--- src/rtl/sn5_pkg.sv ---
package sn5_pkg;
  localparam int LANES  = 5;
  localparam int LAYERS = 6;

  // Partner lane of `lane` in compare layer `layer`, or -1 when the lane passes through.
  function automatic int partner_of(input int layer, input int lane);
    int p;
    p = -1;
    case (layer)
      0: case (lane) 0: p = 1; 1: p = 0; 3: p = 4; 4: p = 3; default: p = -1; endcase
      1: case (lane) 2: p = 4; 4: p = 2; default: p = -1; endcase
      2: case (lane) 1: p = 4; 4: p = 1; 2: p = 3; 3: p = 2; default: p = -1; endcase
      3: case (lane) 0: p = 3; 3: p = 0; default: p = -1; endcase
      4: case (lane) 0: p = 2; 2: p = 0; 1: p = 3; 3: p = 1; default: p = -1; endcase
      5: case (lane) 1: p = 2; 2: p = 1; default: p = -1; endcase
      default: p = -1;
    endcase
    return p;
  endfunction
endpackage

--- src/rtl/sn5_cmpx.sv ---
module sn5_cmpx #(
  parameter int WIDTH = 4
) (
  input  logic [WIDTH-1:0] a,
  input  logic [WIDTH-1:0] b,
  output logic [WIDTH-1:0] hi,
  output logic [WIDTH-1:0] lo
);
  logic swap;
  // Equal words stay in place; only a strictly smaller upper word swaps.
  assign swap = (a < b);
  assign hi   = swap ? b : a;
  assign lo   = swap ? a : b;
endmodule

--- src/rtl/sn5_layer.sv ---
module sn5_layer #(
  parameter int WIDTH = 4,
  parameter int LAYER = 0
) (
  input  logic                                  clk,
  input  logic                                  rst,
  input  logic [sn5_pkg::LANES-1:0][WIDTH-1:0]  d_in,
  output logic [sn5_pkg::LANES-1:0][WIDTH-1:0]  d_out
);
  localparam int LANES = sn5_pkg::LANES;
  localparam int SUMW  = WIDTH + 3;

  logic [WIDTH-1:0] nxt [LANES];

  for (genvar i = 0; i < LANES; i++) begin : g_lane
    localparam int P = sn5_pkg::partner_of(LAYER, i);
    if (P < 0) begin : g_pass
      assign nxt[i] = d_in[i];
    end else if (i < P) begin : g_cmp
      sn5_cmpx #(.WIDTH(WIDTH)) u_cmpx (
        .a (d_in[i]),
        .b (d_in[P]),
        .hi(nxt[i]),
        .lo(nxt[P])
      );
    end
  end

  always_ff @(posedge clk) begin
    if (rst) begin
      d_out <= '0;
    end else begin
      for (int k = 0; k < LANES; k++) d_out[k] <= nxt[k];
    end
  end

  function automatic logic [SUMW-1:0] lane_sum(input logic [LANES-1:0][WIDTH-1:0] v);
    logic [SUMW-1:0] s;
    s = '0;
    for (int k = 0; k < LANES; k++) s = s + SUMW'(v[k]);
    return s;
  endfunction

  logic primed;
  always_ff @(posedge clk) begin
    if (rst) primed <= 1'b0;
    else     primed <= 1'b1;
  end

  // a layer only moves values between lanes, so their total is kept
  assert_sum_kept_R2: assert property (@(posedge clk) disable iff (rst)
    primed |-> lane_sum(d_out) == $past(lane_sum(d_in)));

  for (genvar j = 0; j < LANES; j++) begin : g_chk
    localparam int Q = sn5_pkg::partner_of(LAYER, j);
    if (Q > j) begin : g_pair
      // every compared pair leaves the layer with the larger word on the lower lane
      assert_pair_order_R1: assert property (@(posedge clk) disable iff (rst)
        d_out[j] >= d_out[Q]);
    end
  end
endmodule

--- src/rtl/sn5_valid_pipe.sv ---
module sn5_valid_pipe #(
  parameter int DEPTH = 6
) (
  input  logic clk,
  input  logic rst,
  input  logic v_in,
  output logic v_out
);
  localparam int CW = $clog2(DEPTH + 1);

  logic [DEPTH-1:0] chain;

  always_ff @(posedge clk) begin
    if (rst) chain <= '0;
    else     chain <= {chain[DEPTH-2:0], v_in};
  end
  assign v_out = chain[DEPTH-1];

  logic [CW-1:0] fill;
  always_ff @(posedge clk) begin
    if (rst)                    fill <= '0;
    else if (fill != CW'(DEPTH)) fill <= fill + 1'b1;
  end

  // once the chain has filled since reset, the output repeats the input DEPTH edges back
  assert_latency_R3: assert property (@(posedge clk) disable iff (rst)
    (fill == CW'(DEPTH)) |-> v_out == $past(v_in, DEPTH));
  // nothing can be valid before a set has had time to cross the chain
  assert_no_early_valid_R6: assert property (@(posedge clk) disable iff (rst)
    (fill != CW'(DEPTH)) |-> !v_out);
endmodule

--- src/rtl/sn5_sorter.sv ---
module sn5_sorter #(
  parameter int WIDTH = 4
) (
  input  logic                           clk,
  input  logic                           rst,
  input  logic                           in_valid,
  input  logic [sn5_pkg::LANES*WIDTH-1:0] in_data,
  output logic                           out_valid,
  output logic [sn5_pkg::LANES*WIDTH-1:0] out_data
);
  localparam int LANES  = sn5_pkg::LANES;
  localparam int LAYERS = sn5_pkg::LAYERS;

  logic [LAYERS:0][LANES-1:0][WIDTH-1:0] stage;

  assign stage[0] = in_data;

  for (genvar l = 0; l < LAYERS; l++) begin : g_layer
    sn5_layer #(.WIDTH(WIDTH), .LAYER(l)) u_layer (
      .clk  (clk),
      .rst  (rst),
      .d_in (stage[l]),
      .d_out(stage[l+1])
    );
  end

  sn5_valid_pipe #(.DEPTH(LAYERS)) u_vpipe (
    .clk  (clk),
    .rst  (rst),
    .v_in (in_valid),
    .v_out(out_valid)
  );

  assign out_data = stage[LAYERS];

  // a reset edge leaves the outputs cleared
  assert_reset_clear_R6: assert property (@(posedge clk)
    rst |=> (!out_valid && out_data == '0));

  for (genvar i = 0; i + 1 < LANES; i++) begin : g_out_chk
    // the final lanes are descending
    assert_out_desc_R1: assert property (@(posedge clk) disable iff (rst)
      out_data[i*WIDTH +: WIDTH] >= out_data[(i+1)*WIDTH +: WIDTH]);
  end
endmodule

--- config.mk ---
export PLATFORM = sky130hd
export DESIGN_NAME = sn5_sorter
export DESIGN_NICKNAME = d
export VERILOG_FILES = /design/src/rtl/sn5_pkg.sv /design/src/rtl/sn5_cmpx.sv /design/src/rtl/sn5_layer.sv /design/src/rtl/sn5_valid_pipe.sv /design/src/rtl/sn5_sorter.sv
export SDC_FILE = /design/constraint.sdc
export NUM_CORES = 1
export LEC_CHECK = 0
export ABC_AREA = 1
export BUFFER_PORTS_ARGS = -buffer_cell sky130_fd_sc_hd__buf_2
export CORE_MARGIN = 1
export CORE_UTILIZATION = 55
export CTS_BUF_LIST = sky130_fd_sc_hd__clkbuf_16
export DETAILED_ROUTE_END_ITERATION = 10
export PLACE_DENSITY = 0.77
export SKIP_LAST_GASP = 1
export SYNTH_ARGS = -nofsm -noshare
export SYNTH_HDL_FRONTEND = slang
export SYNTH_SLANG_ARGS = --single-unit
--- constraint.sdc ---
create_clock -name clk -period 1.4 [get_ports clk]
set_clock_uncertainty 0.05 [all_clocks]
set_input_delay 0.28 -clock clk [delete_from_list [all_inputs] [get_ports clk]]
set_output_delay 0.28 -clock clk [all_outputs]
set_load 0.05 [all_outputs]
## Yosys cells after proc, flatten, opt, wreduce, memory -nomap -nowiden

Cells that the tools add are included.

- Input port bits: 23
- Bits in registers: 126
- Word-level logic and storage cells: 58

- $lt $le $gt $ge: 9
- Multiplexer cells: 18

Operator list:

| operator | count |
|---|---|
| 4-bit two-way mux | 18 |
| 4-bit less-than comparator | 9 |

## Logic depth before layout (Yosys ltp)

Gate-level depths: netlist (run 1).

- Depth after elaboration: 2
- Depth in mapped cells: 9
- Gate-level depth less buffers: 8

## Modules after synthesis

Synthesis (run 1) repeated with hierarchy kept, for this count alone.

- Cell total of the unflattened synthesis: 741
- Area, all modules: 5652.9 um^2

Modules (own cells, without submodules):

| module | instances | cells each | sequential area each (um^2) | area an instance (um^2) |
|---|---|---|---|---|
| sn5_layer | 6 | 62 | 400.4 | 573.0 |
| sn5_cmpx | 9 | 39 | 0.0 | 227.7 |
| sn5_valid_pipe | 1 | 18 | 120.1 | 165.2 |

## Worst setup path before layout (run 1)

Ideal clock, no wire load.

- Path type: reg2reg
- Start: register g_layer[3].u_layer.d_out[3] in the netlist's numbering
- End: register g_layer[4].u_layer.d_out[2] in the netlist's numbering
- Cell stages (with the launch flop): 9
- Path slack: 78 ps
- Data arrival time: 1157 ps
- Library setup time: 115 ps
- Period minus slack after synthesis: 1322 ps
- Data required time: 1235 ps
- Cells stage by stage: dfxtp_1 -> inv_1 -> ha_1 -> inv_1 -> a21oi_2 -> buf_4 -> nand3_1 -> nand2_1 -> nor2_1

- Word-level cells in the longest chain between the ends: 2

Ends and longest elaborated chain:

| element | RTL line | source |
|---|---|---|
| start, declared | sn5_layer.sv:8 | `output logic [sn5_pkg::LANES-1:0][WIDTH-1:0] d_out` |
| start signal, assigned | sn5_layer.sv:31 | `d_out <= '0;` |
| 4-bit less-than comparator | sn5_cmpx.sv:11 | `assign swap = (a < b);` |
| 4-bit two-way mux | sn5_cmpx.sv:12 | `assign hi = swap ? b : a;` |
| end signal, assigned | sn5_layer.sv:31 |  |
| end, declared | sn5_layer.sv:8 |  |

No other way between the ends.
A chain may end at the register's enable or synchronous reset.

## Worst setup path in the final report (run 1)

- Start: register g_layer[1].u_layer.d_out[11] in the netlist's numbering
- End: register g_layer[2].u_layer.d_out[9] in the netlist's numbering

- Word-level cells in the longest chain between the ends: 2

Ends and longest elaborated chain:

| element | RTL line |
|---|---|
| start, declared | sn5_layer.sv:8 |
| start signal, assigned | sn5_layer.sv:31 |
| 4-bit less-than comparator | sn5_cmpx.sv:11 |
| 4-bit two-way mux | sn5_cmpx.sv:12 |
| end signal, assigned | sn5_layer.sv:31 |
| end, declared | sn5_layer.sv:8 |

No other way between the ends.

==> flow_summary.ini, run 1 <==
[logic_synthesis]
avgSynthCellArea_um2 = 7.71
synth_area_leaders = dfxtp_1 (46%), inv_1 (11%), ha_1 (10%)
yosysSeqAreaShare_pct = 46.3
yosysTopAreaCell = dfxtp_1
synth_nets = 775
synth.top_cell.area_share_pct = 46.3
synth_warnings = 0
syn_area_um2 = 5450
syn_inst = 707
synth.distinct_cells = 13
ys_ff_latch = 126

[worst_setup_path]
cp.required_ns = 1.69
cp-end-kind = flop
path_max_fanout = 6
startpoint_type = flop
path_class = reg2reg
crit_arrival_ns = 1.74

[finish]
fin_area_um2 = 7290
area_delta_synth_final_pct = 33.7
layout_common_cells = inv_1 (124), nor2_1 (123), dfxtp_1 (101)
n_antenna_cell = 0
layout-drive-gt1-share_pct = 37.5
final_common_cell = inv_1
final_nets = 849

[sta]
period_share_pct = 103
setup_tns_ns = -0.401
final_max_slew_viol_count = 0
rsz0062_at_grt = true
worstMarginPinSlew_ns = 0.392
setup_violations = 19
slew_headroom_pct = 73.8
final.setup.worst_slack_ns = -0.0474
hold_viol = 0
fmax_ghz = 0.691
min_period_ns = 1.45

[placement]
dpl.hpwl_um = 6260
place_ws_ns = -0.0454
io_buffer_count = 43
gp_congestion = 0.887
placed_area_um2 = 5720

[drt]
wire_per_inst_um = 14.3
via_count = 4671
detail_route.vias_per_cell = 5.06
drc = 0
drt-pass1-iter-count = 5
dr.first_iter.drc_count = 168
finalWirelength_um = 13200
ant_nets = 0

[clock_tree]
cts_buffer_depth = 2
numCtsBuffers = 17
cts.clk_slew.worst_paths_ns = 0.06
cts_root_buf = clkbuf_16
clock-sinks = 126
cts_tree = yes
clock_latency_ns = 0.41
cts_hold_buf = 0
htreeDepth = 4

[grt]
antenna_found_initial = 0
grt_overflow = 0
grt_pass1_wl_um = 17800
grt_max_degree = 55
grtUsageTotal_pct = 22.4
grt_pass1_vias = 4313

[power]
p_clk_share_pct = 36.8
power_density_nw_per_um2 = 1770
switchingPower_w = 0.00428
pwr-share-seq_pct = 33.5
power.internal_w = 0.00865
p_total_w = 0.0129
swShare_pct = 33.1
vdd_drop_max_uv = 846
p_comb_share_pct = 29.7
leakage_nw = 3.51

[outcome]
violations = setup timing
status = complete, but fails checks

[job]
cap_violations = 0

[die]
io_pins = 44
initial_utilization_pct = 57.9
coreArea_um2 = 9420
die_x_um = 102
std_cell_rows = 35
dieArea_um2 = 10300
die_h_um = 102

[min_path]
holdCritPathClass = in2reg
==> critical path, cell delays in order (launching register included) <==
cell	delay, ns
dfxtp_2	0.35
inv_2	0.05
ha_4	0.30
inv_4	0.04
a21oi_4	0.17
buf_4	0.19
a21oi_1	0.08
nor2_1	0.13
==> cells by family (layout without fill, tap and decap cells) <==
group / count (synthesis) / count (layout) / synth area share (%)
AND/OR/NAND/NOR: 279 / 286 / 20.9
adder cells (fa/ha/maj): 45 / 45 / 10.3
buffers and inverters: 194 / 274 / 16.1
AO/OA/AOI/OAI: 63 / 63 / 6.41
flip-flops: 126 / 126 / 46.3
==> registers in the layout, summed over array words and instances, names as in the netlist <==
name and cells:
g_layer.u_layer.d_out 120, u_vpipe.chain 6
==> synthesized netlist by cell type, drive strengths merged <==
library cell	number
inv	163
nor2	135
dfxtp	126
nand2	90
a21oi	63
nand3	54
ha	45
buf	31
==> area by class of cell <==
class	instances	area, um2
Multi-Input combinational cell	394	2730
Tap cell	129	161
Clock inverter	15	219
Timing Repair Buffer	79	574
Inverter	163	619
Clock buffer	17	425
Sequential cell	126	2560
Fill cell	560	2130
==> path summary, 6_finish.rpt <==
path / startpoint / to / slack [ns] / cells past startpoint
setup / recovery: g_layer[1].u_layer.d_out[11]$_SDFF_PP0_ / g_layer[2].u_layer.d_out[9]$_SDFF_PP0_ / -0.05 / 7
hold / removal: in_data[11] / g_layer[0].u_layer.d_out[11]$_SDFF_PP0_ / 0.02 / 3
setup reg to reg: g_layer[1].u_layer.d_out[11]$_SDFF_PP0_ / g_layer[2].u_layer.d_out[9]$_SDFF_PP0_ / -0.05 / 7
hold reg to reg: g_layer[4].u_layer.d_out[1]$_SDFF_PP0_ / g_layer[5].u_layer.d_out[1]$_SDFF_PP0_ / 0.35 / 2
==> metrics by stage <==
step | cells | utilization (%) | hold slack [ns]
floorplan | 707 | - | 0.337
global placement | 866 | 60.8 | 0.339
detailed placement | 866 | 60.8 | 0.342
CTS | 908 | 69.7 | 0.0123
global route | 923 | 77.4 | 0.00793
finish | 923 | 77.4 | 0.0171
==> timing repair <==
action | 4_1_cts | 5_1_grt
pin swaps | 9 | 63
cloned | 8 | 6
endpoints found under the setup margin | 35 | 42
endpoints found under the hold margin | 0 | 0
buffers inserted | 2 | 9
resized for setup | 37 | 171
==> layer usage <==
layer / GRT usage, % / vias to the layer above / routed length (um)
met1: 20.8 / 2196 / 4800
li1: - / 2260 / -
met3: 6.00 / 56 / 493
met5: 0 / - / 0
met2: 43.6 / 159 / 7330
met4: 13.3 / 0 / 553
==> power by group through the flow <==
stage          clock, W  sequential (W)  combinational, W
6_report        0.00476         0.00433           0.00384
5_1_grt         0.00498         0.00438           0.00422
4_1_cts         0.00475         0.00427           0.00280
2_1_floorplan         0         0.00459           0.00203
3_3_place_gp          0         0.00432           0.00248
3_5_place_dp          0         0.00434           0.00260
(Power assumes the default switching activity.)
==> inputs of run 2 (changes only) <==
CORE_UTILIZATION = 47   (was 55)
PLACE_DENSITY = 0.68   (was 0.77)
SETUP_SLACK_MARGIN = 0.1   (was default)
==> run 2 against run 1 <==
The flow still finishes with violations (setup timing). Die area increased by 17%. Critical path depth increased by 1. Sequential power about the same. Register-to-register slack about the same. Flip-flop and latch count unchanged. Total power decreased by 0.93%. Combinational power increased by 5%. Fmax decreased by 0.40%. Worst setup slack got worse by 0.0058 ns. Sequential share of layout area decreased by 0.52 points. Hold slack about the same. Critical path type unchanged. Largest power group unchanged. Highest routed layer unchanged.
==> flow_summary.ini, run 2 (same netlist as run 1, synthesis figures left out) <==
[finish]
final_common_cell = inv_1
top_register = g_layer.u_layer.d_out
largest_register_ffs = 120
fillers = 818
layout_common_cells = inv_1 (126), nor2_1 (125), dfxtp_1 (99)
area_delta_synth_final_pct = 35.7
reg_top3 = g_layer.u_layer.d_out: 120 flops, u_vpipe.chain: 6 flops
n_antenna_cell = 0
layout-drive-gt1-share_pct = 38.1
final_nets = 858

[placement]
io_buffer_count = 43
dpl.hpwl_um = 6150
gp_congestion = 0.829

[clock_tree]
cts_tree = yes
cts_buffer_depth = 2
cts_hold_buf = 0
clock-sinks = 126
numCtsBuffers = 17
cts.clk_slew.worst_paths_ns = 0.06
htreeDepth = 4
cts_root_buf = clkbuf_16
clock_latency_ns = 0.42

[drt]
drc = 0
drt-pass1-iter-count = 4
finalWirelength_um = 11900
via_count = 4473
wire_per_inst_um = 12.7
detail_route.vias_per_cell = 4.74
dr.first_iter.drc_count = 202
ant_nets = 0

[sta]
rsz0062_at_grt = true
min_period_ns = 1.45
period_share_pct = 104
setup_tns_ns = -0.125
final_max_slew_viol_count = 0
fmax_ghz = 0.688
setup_violations = 6
final.setup.worst_slack_ns = -0.0532
hold_slack_ns = 0.0167
worstMarginPinSlew_ns = 0.373
slew_headroom_pct = 75.2
hold_viol = 0

[worst_setup_path]
path_common_cell = nand2_1
startpoint_type = flop
crit_arrival_ns = 1.73
crit_chain = inv_1 > ha_1 > nand2_1 > nand2_2 > nand2_4 > nand3_2 > nand2_1 > nor2_1
cp_slowest_cell = dfxtp_2
cp-end-kind = flop
path_class = reg2reg
path_buf_inv = 1
cp_slowest_stage_delay_ns = 0.34
path_max_fanout = 6
cp_top_family = simple AND/OR/NAND/NOR gates
cp.required_ns = 1.67

[grt]
grtUsageTotal_pct = 20.2
grt_pass1_vias = 4504
grt_max_degree = 55
grt_pass1_wl_um = 18700
grt_overflow = 0
antenna_found_initial = 0

[die]
dieArea_um2 = 12000
initial_utilization_pct = 49.2
die_x_um = 110
std_cell_rows = 38
io_pins = 44
die_h_um = 110
coreArea_um2 = 11100

[outcome]
violations = setup timing
status = complete, but fails checks

[job]
cap_violations = 0

[power]
vdd_drop_max_uv = 1230
leakage_nw = 3.56
power_density_nw_per_um2 = 1730

[min_path]
holdCritPathClass = in2reg
[run 2: changes by cell type in the layout (fill, tap and decap cells not counted), sizes merged]
cell,delta
buf,+9
bufinv,-2
inv,+3
clkinvlp,+1
clkinv,-2
[run 2: what timing repair did]
item / CTS / global route
endpoints found under the setup margin: 59 / 46
gates cloned: 13 / 0
pin swaps: 56 / 50
gates resized for setup: 155 / 62
setup buffers: 14 / 12
[run 2: power breakdown]
part	internal (W)	switching (W)	leakage [nW]
Sequential	0.00407	0.000247	1.05
Combinational	0.00157	0.00246	2.22
Clock	0.00282	0.00164	0.291
Total	0.00846	0.00435	3.56
[run 2: metrics by stage]
step	worst slack [ns]	std cells	area [um2]	power, W	util, %
after detailed placement	-0.0519	873	5720	0.00693	51.6
final	-0.0532	943	7390	0.0128	66.7
after CTS	0.0247	932	7090	0.0122	64.0
after global placement	0.0245	873	5720	0.00681	51.6
after floorplan	0.0990	707	5490	0.00665	-
after global routing	-0.0960	943	7390	0.0135	66.7
[run 2: final cells by class]
type	count	area (um2)	area share, %
inverter	163	617	8.34
clock buffer	17	425	5.75
timing repair buffer	88	684	9.26
tap	140	175	2.37
clock inverter	15	184	2.49
multi-input combinational	394	2750	37.2
sequential	126	2560	34.6
[run 2: path summary, 6_finish.rpt]
kind | start | to | slack, ns | depth (start not counted)
max | g_layer[0].u_layer.d_out[17]$_SDFF_PP0_ | g_layer[1].u_layer.d_out[16]$_SDFF_PP0_ | -0.05 | 8
min | in_data[11] | g_layer[0].u_layer.d_out[11]$_SDFF_PP0_ | 0.02 | 3
max reg2reg | g_layer[0].u_layer.d_out[17]$_SDFF_PP0_ | g_layer[1].u_layer.d_out[16]$_SDFF_PP0_ | -0.05 | 8
min reg2reg | g_layer[0].u_layer.d_out[14]$_SDFF_PP0_ | g_layer[1].u_layer.d_out[14]$_SDFF_PP0_ | 0.34 | 2
[run 2: metal layers]
layer / routed length [um] / up-vias / share of wire [%] / track usage, %
li1: - / 2273 / - / -
met4: 335 / 0 / 2.8 / 11.3
met3: 461 / 36 / 3.9 / 5.87
met5: 0 / - / 0 / 0
met1: 4470 / 2041 / 37 / 19.0
met2: 6680 / 123 / 56 / 38.8
[run 2: worst reg2reg max path: stages (launching register included)]
cell and delay (ns):
dfxtp_2 0.34, inv_1 0.07, ha_1 0.27, nand2_1 0.06
nand2_2 0.12, nand2_4 0.10, nand3_2 0.09, nand2_1 0.06
nor2_1 0.20
